[src/rtl/lin_hdr_pkg.sv]
package lin_hdr_pkg;

    typedef enum logic [1:0] {
        CKS_DIV1 = 2'd0,
        CKS_DIV2 = 2'd1,
        CKS_DIV8 = 2'd2,
        CKS_OSC  = 2'd3
    } cksel_e;

    typedef enum logic [2:0] {
        ST_IDLE    = 3'd0,
        ST_HUNT    = 3'd1,
        ST_BRK_END = 3'd2,
        ST_SF_WAIT = 3'd3,
        ST_SF_MEAS = 3'd4,
        ST_DONE    = 3'd5
    } hdr_state_e;

    // event vector positions: {brk, sf, col}
    localparam int unsigned NEVT    = 3;
    localparam int unsigned EV_COL  = 0;
    localparam int unsigned EV_SF   = 1;
    localparam int unsigned EV_BRK  = 2;

    // falling edges counted after the first one of the synch byte
    localparam int unsigned SF_EDGES = 4;

    // largest divider ratio among the prescaled sources
    localparam int unsigned PRE_MAX = 8;

    function automatic logic fell(input logic prev, input logic cur);
        return prev & ~cur;
    endfunction

    function automatic logic gate_for(input hdr_state_e st, input logic early);
        case (st)
            ST_BRK_END, ST_SF_WAIT, ST_SF_MEAS: return early;
            ST_DONE:                            return 1'b1;
            default:                            return 1'b0;
        endcase
    endfunction

endpackage

[src/rtl/lin_tick_gen.sv]
module lin_tick_gen
    import lin_hdr_pkg::*;
(
    input  logic   clk,
    input  logic   rst,
    input  logic   active,
    input  cksel_e sel,
    input  logic   osc_tick,
    output logic   tick
);
    localparam int unsigned PW = $clog2(PRE_MAX);

    logic [PW-1:0] pcnt_q;

    always_ff @(posedge clk) begin
        if (rst || !active) pcnt_q <= '0;
        else                pcnt_q <= pcnt_q + 1'b1;
    end

    always_comb begin
        tick = 1'b0;
        if (active) begin
            case (sel)
                CKS_DIV1: tick = 1'b1;
                CKS_DIV2: tick = pcnt_q[0];
                CKS_DIV8: tick = (pcnt_q == PW'(PRE_MAX - 1));
                default:  tick = osc_tick;
            endcase
        end
    end


    div2_gap_chk: assert property (@(posedge clk) disable iff (rst)
        (tick && sel == CKS_DIV2) |=> !(tick && sel == CKS_DIV2));


    div8_gap_chk: assert property (@(posedge clk) disable iff (rst)
        (tick && sel == CKS_DIV8) |=> !(tick && sel == CKS_DIV8));

endmodule

[src/rtl/lin_hdr_fsm.sv]
module lin_hdr_fsm
    import lin_hdr_pkg::*;
#(
    parameter int unsigned CW = 16
) (
    input  logic          clk,
    input  logic          rst,
    input  logic          active,
    input  logic          tick,
    input  logic          rx,
    input  logic [CW-1:0] brk_width,
    output hdr_state_e    state,
    output logic          brk_evt,
    output logic          sf_evt,
    output logic [CW-1:0] sf_count
);
    localparam int unsigned    EW   = $clog2(SF_EDGES + 1);
    localparam logic [CW-1:0]  CMAX = '1;

    hdr_state_e    st_q, st_d;
    logic [CW-1:0] dcnt_q, dcnt_d;
    logic [CW-1:0] mcnt_q, mcnt_d, mnext;
    logic [CW-1:0] cap_q, cap_d;
    logic [EW-1:0] edg_q, edg_d;
    logic          rx_prev_q, fall;

    assign fall = fell(rx_prev_q, rx);
    assign mnext = (tick && mcnt_q != CMAX) ? mcnt_q + 1'b1 : mcnt_q;

    always_comb begin
        st_d    = st_q;
        dcnt_d  = dcnt_q;
        mcnt_d  = mcnt_q;
        cap_d   = cap_q;
        edg_d   = edg_q;
        brk_evt = 1'b0;
        sf_evt  = 1'b0;
        if (!active) begin
            st_d   = ST_IDLE;
            dcnt_d = brk_width;
        end else begin
            case (st_q)
                ST_IDLE: begin
                    st_d   = ST_HUNT;
                    dcnt_d = brk_width;
                end
                ST_HUNT, ST_DONE: begin
                    if (rx) begin
                        dcnt_d = brk_width;
                    end else if (tick) begin
                        if (dcnt_q <= CW'(1)) begin
                            brk_evt = 1'b1;
                            st_d    = ST_BRK_END;
                        end else begin
                            dcnt_d = dcnt_q - 1'b1;
                        end
                    end
                end
                ST_BRK_END: begin
                    if (rx) st_d = ST_SF_WAIT;
                end
                ST_SF_WAIT: begin
                    if (fall) begin
                        st_d   = ST_SF_MEAS;
                        mcnt_d = '0;
                        edg_d  = '0;
                    end
                end
                ST_SF_MEAS: begin
                    mcnt_d = mnext;
                    if (fall) begin
                        if (edg_q == EW'(SF_EDGES - 1)) begin
                            cap_d  = mnext;
                            sf_evt = 1'b1;
                            st_d   = ST_DONE;
                            dcnt_d = brk_width;
                        end else begin
                            edg_d = edg_q + 1'b1;
                        end
                    end
                end
                default: st_d = ST_IDLE;
            endcase
        end
    end

    always_ff @(posedge clk) begin
        if (rst) begin
            st_q      <= ST_IDLE;
            dcnt_q    <= '0;
            mcnt_q    <= '0;
            cap_q     <= '0;
            edg_q     <= '0;
            rx_prev_q <= 1'b1;
        end else begin
            st_q      <= st_d;
            dcnt_q    <= dcnt_d;
            mcnt_q    <= mcnt_d;
            cap_q     <= cap_d;
            edg_q     <= edg_d;
            rx_prev_q <= rx;
        end
    end

    assign state    = st_q;
    assign sf_count = cap_q;


    idle_when_off_chk: assert property (@(posedge clk) disable iff (rst)
        !active |=> st_q == ST_IDLE);


    brk_to_end_chk: assert property (@(posedge clk) disable iff (rst)
        brk_evt |=> st_q == ST_BRK_END);


    sf_hold_chk: assert property (@(posedge clk) disable iff (rst)
        (st_q == ST_DONE && !sf_evt) |=> $stable(sf_count));

endmodule

[src/rtl/lin_evt_flags.sv]
module lin_evt_flags
    import lin_hdr_pkg::*;
(
    input  logic            clk,
    input  logic            rst,
    input  logic            active,
    input  logic            bit_sample,
    input  logic            tx,
    input  logic            rx,
    input  logic            brk_set,
    input  logic            sf_set,
    input  logic [NEVT-1:0] clr,
    input  logic [NEVT-1:0] ie,
    output logic [NEVT-1:0] flags,
    output logic            irq
);
    logic [NEVT-1:0] set_v;
    logic [NEVT-1:0] fl_q;

    assign set_v[EV_BRK] = brk_set;
    assign set_v[EV_SF]  = sf_set;
    assign set_v[EV_COL] = active & bit_sample & tx & ~rx;

    for (genvar g = 0; g < NEVT; g++) begin : g_flag
        always_ff @(posedge clk) begin
            if (rst)            fl_q[g] <= 1'b0;
            else if (set_v[g])  fl_q[g] <= 1'b1;
            else if (clr[g])    fl_q[g] <= 1'b0;
        end
    end

    assign flags = fl_q;
    assign irq   = |(fl_q & ie);


    sticky_brk_chk: assert property (@(posedge clk) disable iff (rst)
        (fl_q[EV_BRK] && !clr[EV_BRK]) |=> fl_q[EV_BRK]);


    set_wins_chk: assert property (@(posedge clk) disable iff (rst)
        (sf_set && clr[EV_SF]) |=> fl_q[EV_SF]);


    col_set_chk: assert property (@(posedge clk) disable iff (rst)
        (active && bit_sample && tx && !rx) |=> fl_q[EV_COL]);


    irq_sf_chk: assert property (@(posedge clk) disable iff (rst)
        (sf_set && ie[EV_SF]) |=> (irq || !ie[EV_SF]));

endmodule

[src/rtl/lin_hdr_rx.sv]
module lin_hdr_rx
    import lin_hdr_pkg::*;
#(
    parameter int unsigned CW = 16
) (
    input  logic          clk,
    input  logic          rst,
    input  logic          cfg_en,
    input  logic          cfg_master,
    input  logic [1:0]    cfg_clk_sel,
    input  logic [CW-1:0] cfg_brk_width,
    input  logic          cfg_unmask_early,
    input  logic          ie_brk,
    input  logic          ie_sf,
    input  logic          ie_col,
    input  logic [2:0]    flag_clr,
    input  logic          osc_tick,
    input  logic          rx_pin,
    input  logic          tx_out,
    input  logic          bit_sample,
    output logic          uart_rxd,
    output logic          flag_brk,
    output logic          flag_sf,
    output logic          flag_col,
    output logic [CW-1:0] sf_count,
    output logic          irq
);
    logic            active, tick, brk_evt, sf_evt, gate_open;
    hdr_state_e      st;
    logic [NEVT-1:0] ie_v, flags;

    assign active = cfg_en & ~cfg_master;

    lin_tick_gen u_tick (
        .clk      (clk),
        .rst      (rst),
        .active   (active),
        .sel      (cksel_e'(cfg_clk_sel)),
        .osc_tick (osc_tick),
        .tick     (tick)
    );

    lin_hdr_fsm #(.CW(CW)) u_fsm (
        .clk       (clk),
        .rst       (rst),
        .active    (active),
        .tick      (tick),
        .rx        (rx_pin),
        .brk_width (cfg_brk_width),
        .state     (st),
        .brk_evt   (brk_evt),
        .sf_evt    (sf_evt),
        .sf_count  (sf_count)
    );

    assign ie_v[EV_BRK] = ie_brk;
    assign ie_v[EV_SF]  = ie_sf;
    assign ie_v[EV_COL] = ie_col;

    lin_evt_flags u_flags (
        .clk        (clk),
        .rst        (rst),
        .active     (active),
        .bit_sample (bit_sample),
        .tx         (tx_out),
        .rx         (rx_pin),
        .brk_set    (brk_evt),
        .sf_set     (sf_evt),
        .clr        (flag_clr),
        .ie         (ie_v),
        .flags      (flags),
        .irq        (irq)
    );

    assign gate_open = active & gate_for(st, cfg_unmask_early);
    assign uart_rxd  = gate_open ? rx_pin : 1'b1;

    assign flag_brk = flags[EV_BRK];
    assign flag_sf  = flags[EV_SF];
    assign flag_col = flags[EV_COL];


    masked_off_chk: assert property (@(posedge clk) disable iff (rst)
        (!cfg_en && $past(!cfg_en)) |-> uart_rxd);


    master_quiet_chk: assert property (@(posedge clk) disable iff (rst)
        (cfg_master && $past(cfg_master)) |-> !(brk_evt || sf_evt));


    late_mask_chk: assert property (@(posedge clk) disable iff (rst)
        (!cfg_unmask_early && st == ST_SF_MEAS) |-> uart_rxd);

endmodule

[config.mk]
export PLATFORM = sky130hd
export DESIGN_NAME = lin_hdr_rx
export DESIGN_NICKNAME = d
export VERILOG_FILES = /design/src/rtl/lin_hdr_pkg.sv /design/src/rtl/lin_tick_gen.sv /design/src/rtl/lin_hdr_fsm.sv /design/src/rtl/lin_evt_flags.sv /design/src/rtl/lin_hdr_rx.sv
export SDC_FILE = /design/constraint.sdc
export NUM_CORES = 1
export LEC_CHECK = 0
export ABC_AREA = 1
export ABC_CLOCK_PERIOD_IN_PS = 2150
export CAP_MARGIN = 20
export CORE_MARGIN = 3
export CORE_UTILIZATION = 50
export CTS_BUF_LIST = sky130_fd_sc_hd__clkbuf_16
export DETAILED_ROUTE_END_ITERATION = 12
export HOLD_SLACK_MARGIN = 0.06
export PLACE_DENSITY_LB_ADDON = 0.12
export SLEW_MARGIN = 40
export SYNTH_ARGS = -nofsm -noshare
export SYNTH_HDL_FRONTEND = slang
export SYNTH_SLANG_ARGS = --single-unit
[constraint.sdc]
create_clock -name clk -period 2.15 [get_ports clk]
set_clock_uncertainty 0.1 [all_clocks]
set_input_delay 0.43 -clock clk [delete_from_list [all_inputs] [get_ports clk]]
set_output_delay 0.43 -clock clk [all_outputs]
set_load 0.005 [all_outputs]
=== Yosys cells after proc, flatten, opt, wreduce, memory -nomap -nowiden ===
Cells that the tools add are included.

* Flip-flop bits (word level): 61
* Bits in latches: 0
* Memory bits (writable): 0
* Memory bits (read-only): 0
* Word-level logic and storage cells: 107
* Memories: 0

* Add/subtract/negate cells: 4
* Multipliers: 0
* Div/mod/pow operators: 0
* Magnitude comparators: 1
* Equality and inequality tests: 23
* Shift-type cells: 0
* Mux-type cells: 41
* Bitwise logic cells: 10
* Reductions and logical operators: 18

{| class="wikitable"
|+ Operators with widths
! operator !! number
|-
| 16-bit 2-to-1 mux || 8
|-
| 16-bit one-hot mux with 3 select lines || 1
|-
| 16-bit one-hot mux with 2 select lines || 1
|-
| 3-bit 2-to-1 mux || 10
|-
| 1-bit 2-to-1 mux || 17
|-
| 16-bit by 1-bit adder with 16-bit output, second input constant || 1
|-
| 16-bit by 1-bit less-or-equal comparator with 1-bit output, second input constant || 1
|-
| 16-bit != test, second input constant || 1
|-
| 16-bit by 1-bit subtractor with 16-bit output, second input constant || 1
|-
| 3-bit one-hot mux with 5 select lines || 1
|-
| 2-bit by 1-bit != test with 1-bit output, second input constant || 5
|-
| 5-bit AND reduction || 2
|-
| 3-bit by 2-bit == test with 1-bit output, second input constant || 3
|-
| 3-bit == test, second input constant || 3
|-
| 2-bit nonzero test || 4
|-
| 7-bit AND reduction || 1
|-
| 3-bit by 1-bit adder with 3-bit output, second input constant || 2
|-
| 1-bit bitwise AND || 6
|-
| 2-bit != test, second input constant || 3
|-
| 3-bit by 2-bit != test with 1-bit output, second input constant || 2
|-
| 3-bit one-hot mux with 2 select lines || 1
|-
| 3-bit OR reduction || 2
|-
| 4-bit by 1-bit != test with 1-bit output, second input constant || 1
|-
| 4-bit by 3-bit != test with 1-bit output, second input constant || 1
|-
| 16 further kinds || 19
|}

=== Depth between registers and ports, before layout ===
* Word-level depth: 8
* Gate-level depth with buffers: 12
* Mapped depth without buffers: 11

=== By module ===
From an unflattened synthesis, not the netlist that was laid out.

* Cell total of the unflattened synthesis: 567
* Area, all modules: 3666.0 um2

{| class="wikitable"
|+ By module, submodules not included
! module !! instances !! cells each !! area each (um2) !! seq. area each (um2)
|-
| lin_hdr_fsm || 1 || 510 || 3323.2 || 1101.1
|-
| lin_tick_gen || 1 || 23 || 153.9 || 60.1
|-
| lin_evt_flags || 1 || 21 || 138.9 || 60.1
|-
| lin_hdr_rx || 1 || 13 || 50.0 || 0.0
|}

=== Worst setup path before layout ===
OpenSTA, ideal clock, no wires.

* Path type: input port to flip-flop
* From: in cfg_en
* To: reg u_fsm.cap_q[12], in the netlist u_fsm.sf_count[12]
* Library setup time: 0.113 ns
* Arrival time: 1.502 ns
* Data required time: 1.937 ns
* Path slack: 0.435 ns
* Cell stages on the path: 10
* Cells stage by stage: inv_1 nor2_4 nand2_2 inv_2 nand2_2 nor3_4 inv_2 buf_6 o21ai_1 inv_1

* Word-level cells in the longest chain between the ends: 4
* Elaborated cells between the ends (all ways): 5
* Classes of those cells: mux: 2; bitwise: 1; reduce/logical: 2

{| class="wikitable"
|+ RTL lines
! element !! line !! RTL
|-
| start, declared || lin_hdr_rx.sv:8 || <nowiki>input logic cfg_en,</nowiki>
|-
| 1-bit bitwise AND * || lin_hdr_rx.sv:32 || <nowiki>assign active = cfg_en & ~cfg_master;</nowiki>
|-
| 1-bit 2-to-1 mux || lin_tick_gen.sv:22 || <nowiki>if (active) begin</nowiki>
|-
| 1-bit logical AND || lin_hdr_fsm.sv:28 || <nowiki>assign mnext = (tick && mcnt_q != CMAX) ? mcnt_q + 1'b1 : mcnt_q;</nowiki>
|-
| 16-bit 2-to-1 mux || lin_hdr_fsm.sv:28 ||
|-
| end signal, assigned || lin_hdr_fsm.sv:99 || <nowiki>cap_q <= cap_d;</nowiki>
|-
| end, declared || lin_hdr_fsm.sv:23 || <nowiki>logic [CW-1:0] cap_q, cap_d;</nowiki>
|}

Mark *: on every way between the ends. The rest lies on a longest branch, timed or not.
A chain may end at the register's enable or synchronous reset.

=== Worst setup path in the final report ===
* From: in ie_sf
* To: out irq

* Word-level cells in the longest chain between the ends: 2

{| class="wikitable"
|+ RTL lines
! element !! line !! RTL
|-
| start, declared || lin_hdr_rx.sv:14 || <nowiki>input logic ie_sf,</nowiki>
|-
| 3-bit bitwise AND || lin_evt_flags.sv:33 || <nowiki>assign irq = |(fl_q & ie);</nowiki>
|-
| 3-bit OR reduction || lin_evt_flags.sv:33 ||
|-
| end, declared || lin_hdr_rx.sv:26 || <nowiki>output logic irq</nowiki>
|}

No other way between the ends.

==> results <==
- The average size of a mapped cell is 6.30 sq um.
- The insertion delay of the later-clocked pin in the worst-skew pair is 330 ps.
- The top flip-flop cell by instance count after synthesis is dfxtp_1.
- The power dissipated by switching net loads is 0.000692 W.
- In this run the tightest slew margin relative to its limit is 69.3%.
- Among all cell types in the netlist, the one instantiated most often is nand2_1.
- The number of antenna diodes is 0.
- The post-synthesis cell area is 0.00372 sq mm.
- TritonCTS created 9 clock buffers.
- The critical path is of the in -> out type.
- The smallest hold slack is 351 ps.
- The clock tree from TritonCTS is built.
- The cell sitting at the root of the clock tree is a clkbuf_16.
- The endpoint of the lowest-slack register-to-register path is u_fsm.dcnt_q[7]$_SDFFE_PP0P_.
- After synthesis the netlist holds a flip-flop and latch count of 61.
- In the routed design, unresolved DRC markers number 0.
- The number of unique standard cell types used by synthesis is 34.
- The internal reg-to-reg setup slack is 250 ps.
- The initial antenna violation count is 0.
- The via count of the first global-routing pass came to 3521.
- The worst setup path is launched from a primary input.
- The initial utilization of the core area, before any placement, comes to 53.2%.
- The iteration-0 DRC count of the detailed router is 283.
- The ratio of final minimum period to clock period is 98.0%.
- The power per cell area is 626 mW/mm^2.
- The max-slew violation count was 0.
- The flow ran to the end, and the final reports show no timing, DRC or antenna violations.
- The clock slew at the register clock pins of the worst setup and hold paths is 50 ps.
- The worst-path maximum fanout is 1.
- The total area of sequential cells is 0.00122 sq mm.
- The synthesized design contains 0 enable-type register cells.
- The tightest min-delay check is of the reg -> reg type.
- Counting instances in the post-synthesis netlist gives the leading cell types as 166 x nand2_1, 93 x nor2_1, 62 x inv_1.
- The launching element of the worst setup path is ie_sf.
- During synthesis, Yosys emitted a total of 0 warnings.
- The final count of hold timing violations is 0.
- The buffers inserted during post-CTS setup optimization is 0.
- The number of vias after detailed routing is 3852.
- The number of primary I/O pins is 54.
- In the post-synthesis netlist, the biggest area contributors are dfxtp_1 33%, nand2_1 17%, nor2_1 9.4%.
- The row count is 30.
- In the routed layout, each cell is associated on average with a via count of 5.06.
- Counting I/O delays and the setup requirement, the final critical path takes 2110 ps.
- Dividing the detail-routed wire length by the instance count gives 12.5 um.
- The synthesized design spends more area on one cell type than any other, namely dfxtp_1.
- Counting every sink on the clock net gives 61.
- The fraction of registers with async set or reset after synthesis is 0%.
- The final layout contains 701 nets.
- The filler cells instantiated in the layout total 643.
- The max capacitance violation total is 0.
- In the synthesized netlist, the number of instances is 590.
- Setup slack closes at 43.6 ps.
- Sequential elements use 32.9% of the synthesized area.
- In this run the deepest clock path goes through 2 buffers.
- Global routing used 23.3% of the available tracks across all layers.
- The design internal power is 0.00229 W.
- The x dimension of the die is 92.2 um.
- The final-report setup violation count is 0.
- The pin count of the biggest net entering global routing is 23.
- Compared with the post-synthesis result, the final layout area differs by 28.4%.
- The hold buffer count at CTS is 0.
- Following the worst setup path forward leads to its endpoint at irq.
- The part of the power in combinational logic is 9.6%.
- The aggregate routed wire length is 9550 um.
- At the pin with the least slew margin, the transition time is 460 ps.
- Per report_power, the clock group accounts for 50.9% of the total.
- The net count after synthesis is 630.
- The proportion of netlist area held by the largest area contributor is 32.9%.
- Input and output buffers added on the ports amount to 53.
- The post-place setup slack is -92.9 ps.
- The startpoint of the worst-slack reg-to-reg timing path is u_fsm.edg_q[0]$_SDFFE_PP0P_.
- The half-perimeter wire length after placement is 6930 um.
- The count of antenna-violating nets left after detailed routing is 0.
- The area used by multi-input combinational logic is 0.00211 sq mm.
- The endpoint arrival time on the critical path is 1580 ps.
- The sequential power share is 39.5%.
- The floorplan step defined a core boundary enclosing 0.00698 sq mm.
- The die is 92.2 um tall.
- The logic depth of the worst register-to-register path is 11.
- The standby leakage power is 2.16 nW.
- Net switching is 23.2% of the power.
- The full die area is 0.00850 sq mm.
- Derived from the worst setup path, the maximum achievable clock frequency is 475 MHz.
- STA classifies the critical path endpoint as an output pin.
- Of the cells placed in the final design, the portion with a size suffix greater than 1 is 11.3%.
- Routability-driven placement finished with a final weighted congestion of 0.945.
- The H-tree generated during clock tree synthesis spans 3 levels.
- The first TritonRoute pass finished after 5 iterations.
- Data on the critical path is required at its endpoint by 1620 ps.
- The first-pass GRT wire length is 16000 um.
- Across the VDD grid, the largest voltage drop is 0.575 mV.
- Setup repair after global routing left no endpoint under its margin.
- The total grt overflow is 0.
## metal layers
layer / vias up / track usage, % / routed length [um]
met4: 0 / 5.20 / 61
met1: 1703 / 30.7 / 4530
li1: 2018 / - / -
met5: - / 0 / 0
met2: 125 / 37.6 / 4310
met3: 6 / 6.81 / 644
## stage by stage
stage | TNS (ps) | instance area [sq um] | power, W | instances | utilization (%)
floorplan | 0 | 3720 | 0.00137 | 590 | -
global placement | -478 | 4460 | 0.00148 | 746 | 63.8
detailed placement | -2050 | 4460 | 0.00148 | 746 | 63.8
CTS | 0 | 4770 | 0.00301 | 762 | 68.3
global route | 0 | 4770 | 0.00310 | 762 | 68.3
finish | 0 | 4770 | 0.00299 | 762 | 68.3
## area by class of cell
cell class | count | area share (%)
inverter | 69 | 5.53
sequential | 61 | 25.6
clock inverter | 7 | 1.86
clock buffer | 9 | 4.72
tap | 96 | 2.52
multi-input combinational | 442 | 44.2
timing repair buffer | 78 | 15.6
## critical path: stages
cell             delay (ps)
clkdlybuf4s50_1         470
nand2_2                  90
nand3_1                  90
clkdlybuf4s50_1         500
## layout by cell type (no fill, tap or decap)
master and n:
o21ai_1 16, nor3_1 2, nor2_1 93, nand3b_1 2, o21bai_1 3, nand4_1 8, o211ai_1 2, nand2_2 5
nand2_1 165, a21oi_1 33, or2_2 7, nor2_2 3, clkdlybuf4s50_1 52, nand3_1 46, xor2_1 5, ha_1 7
a31oi_1 1, clkinv_2 1, xnor2_1 4, clkinv_1 2, clkinvlp_4 1, nor3_4 1, buf_12 2, nand3_2 4
dfxtp_1 61, a21o_1 2, inv_2 6, clkbuf_16 9, a21oi_2 3, nor2_4 6, inv_1 62, o22ai_1 1
inv_6 2, buf_4 23, o21ai_0 23, bufinv_16 2, dlygate4sd2_1 1
## power by group through the flow
stage	clock, W	combinational [W]	sequential [W]
5_1_grt	0.00160	0.000319	0.00118
6_report	0.00152	0.000286	0.00118
4_1_cts	0.00154	0.000285	0.00118
3_5_place_dp	0	0.000281	0.00120
3_3_place_gp	0	0.000276	0.00120
2_1_floorplan	0	0.000169	0.00120
## cell families (layout without fill, tap and decap cells)
logic type / count (synthesis) / in the layout / synth area share (%)
buffers and inverters: 87 / 163 / 10.4
XOR/XNOR: 9 / 9 / 2.12
flip-flops: 61 / 61 / 32.9
AO/OA/AOI/OAI: 84 / 84 / 12.2
AND/OR/NAND/NOR: 342 / 342 / 40.1
adder cells (fa/ha/maj): 7 / 7 / 2.36
## flip-flops by register name (all words and copies together), names as in the netlist
| name | flops |
|---|---|
| u_flags.flags | 3 |
| u_fsm.dcnt_q | 16 |
| u_fsm.edg_q | 3 |
| u_fsm.mcnt_q | 16 |
| u_fsm.rx_prev_q | 1 |
| u_fsm.sf_count | 16 |
| u_fsm.state | 3 |
| u_tick.pcnt_q | 3 |
## what timing repair did
action | 4_1_cts | 5_1_grt
setup endpoints to repair | 2 | 0
endpoints found under the hold margin | 0 | 0
gates resized for setup | 2 | 0
## worst min path at each step
stage | end | slack, ps | from | cells after the start
2_1_floorplan | u_tick.pcnt_q[0]$_SDFF_PP0_ | 320 | u_tick.pcnt_q[0]$_SDFF_PP0_ | 1
3_3_place_gp | u_tick.pcnt_q[0]$_SDFF_PP0_ | 330 | u_tick.pcnt_q[0]$_SDFF_PP0_ | 1
3_5_place_dp | u_tick.pcnt_q[0]$_SDFF_PP0_ | 340 | u_tick.pcnt_q[0]$_SDFF_PP0_ | 1
4_1_cts | u_tick.pcnt_q[0]$_SDFF_PP0_ | 360 | u_tick.pcnt_q[0]$_SDFF_PP0_ | 1
5_1_grt | u_tick.pcnt_q[0]$_SDFF_PP0_ | 370 | u_tick.pcnt_q[0]$_SDFF_PP0_ | 1
6_report | u_tick.pcnt_q[0]$_SDFF_PP0_ | 350 | u_tick.pcnt_q[0]$_SDFF_PP0_ | 1
(Power assumes the default switching activity.)
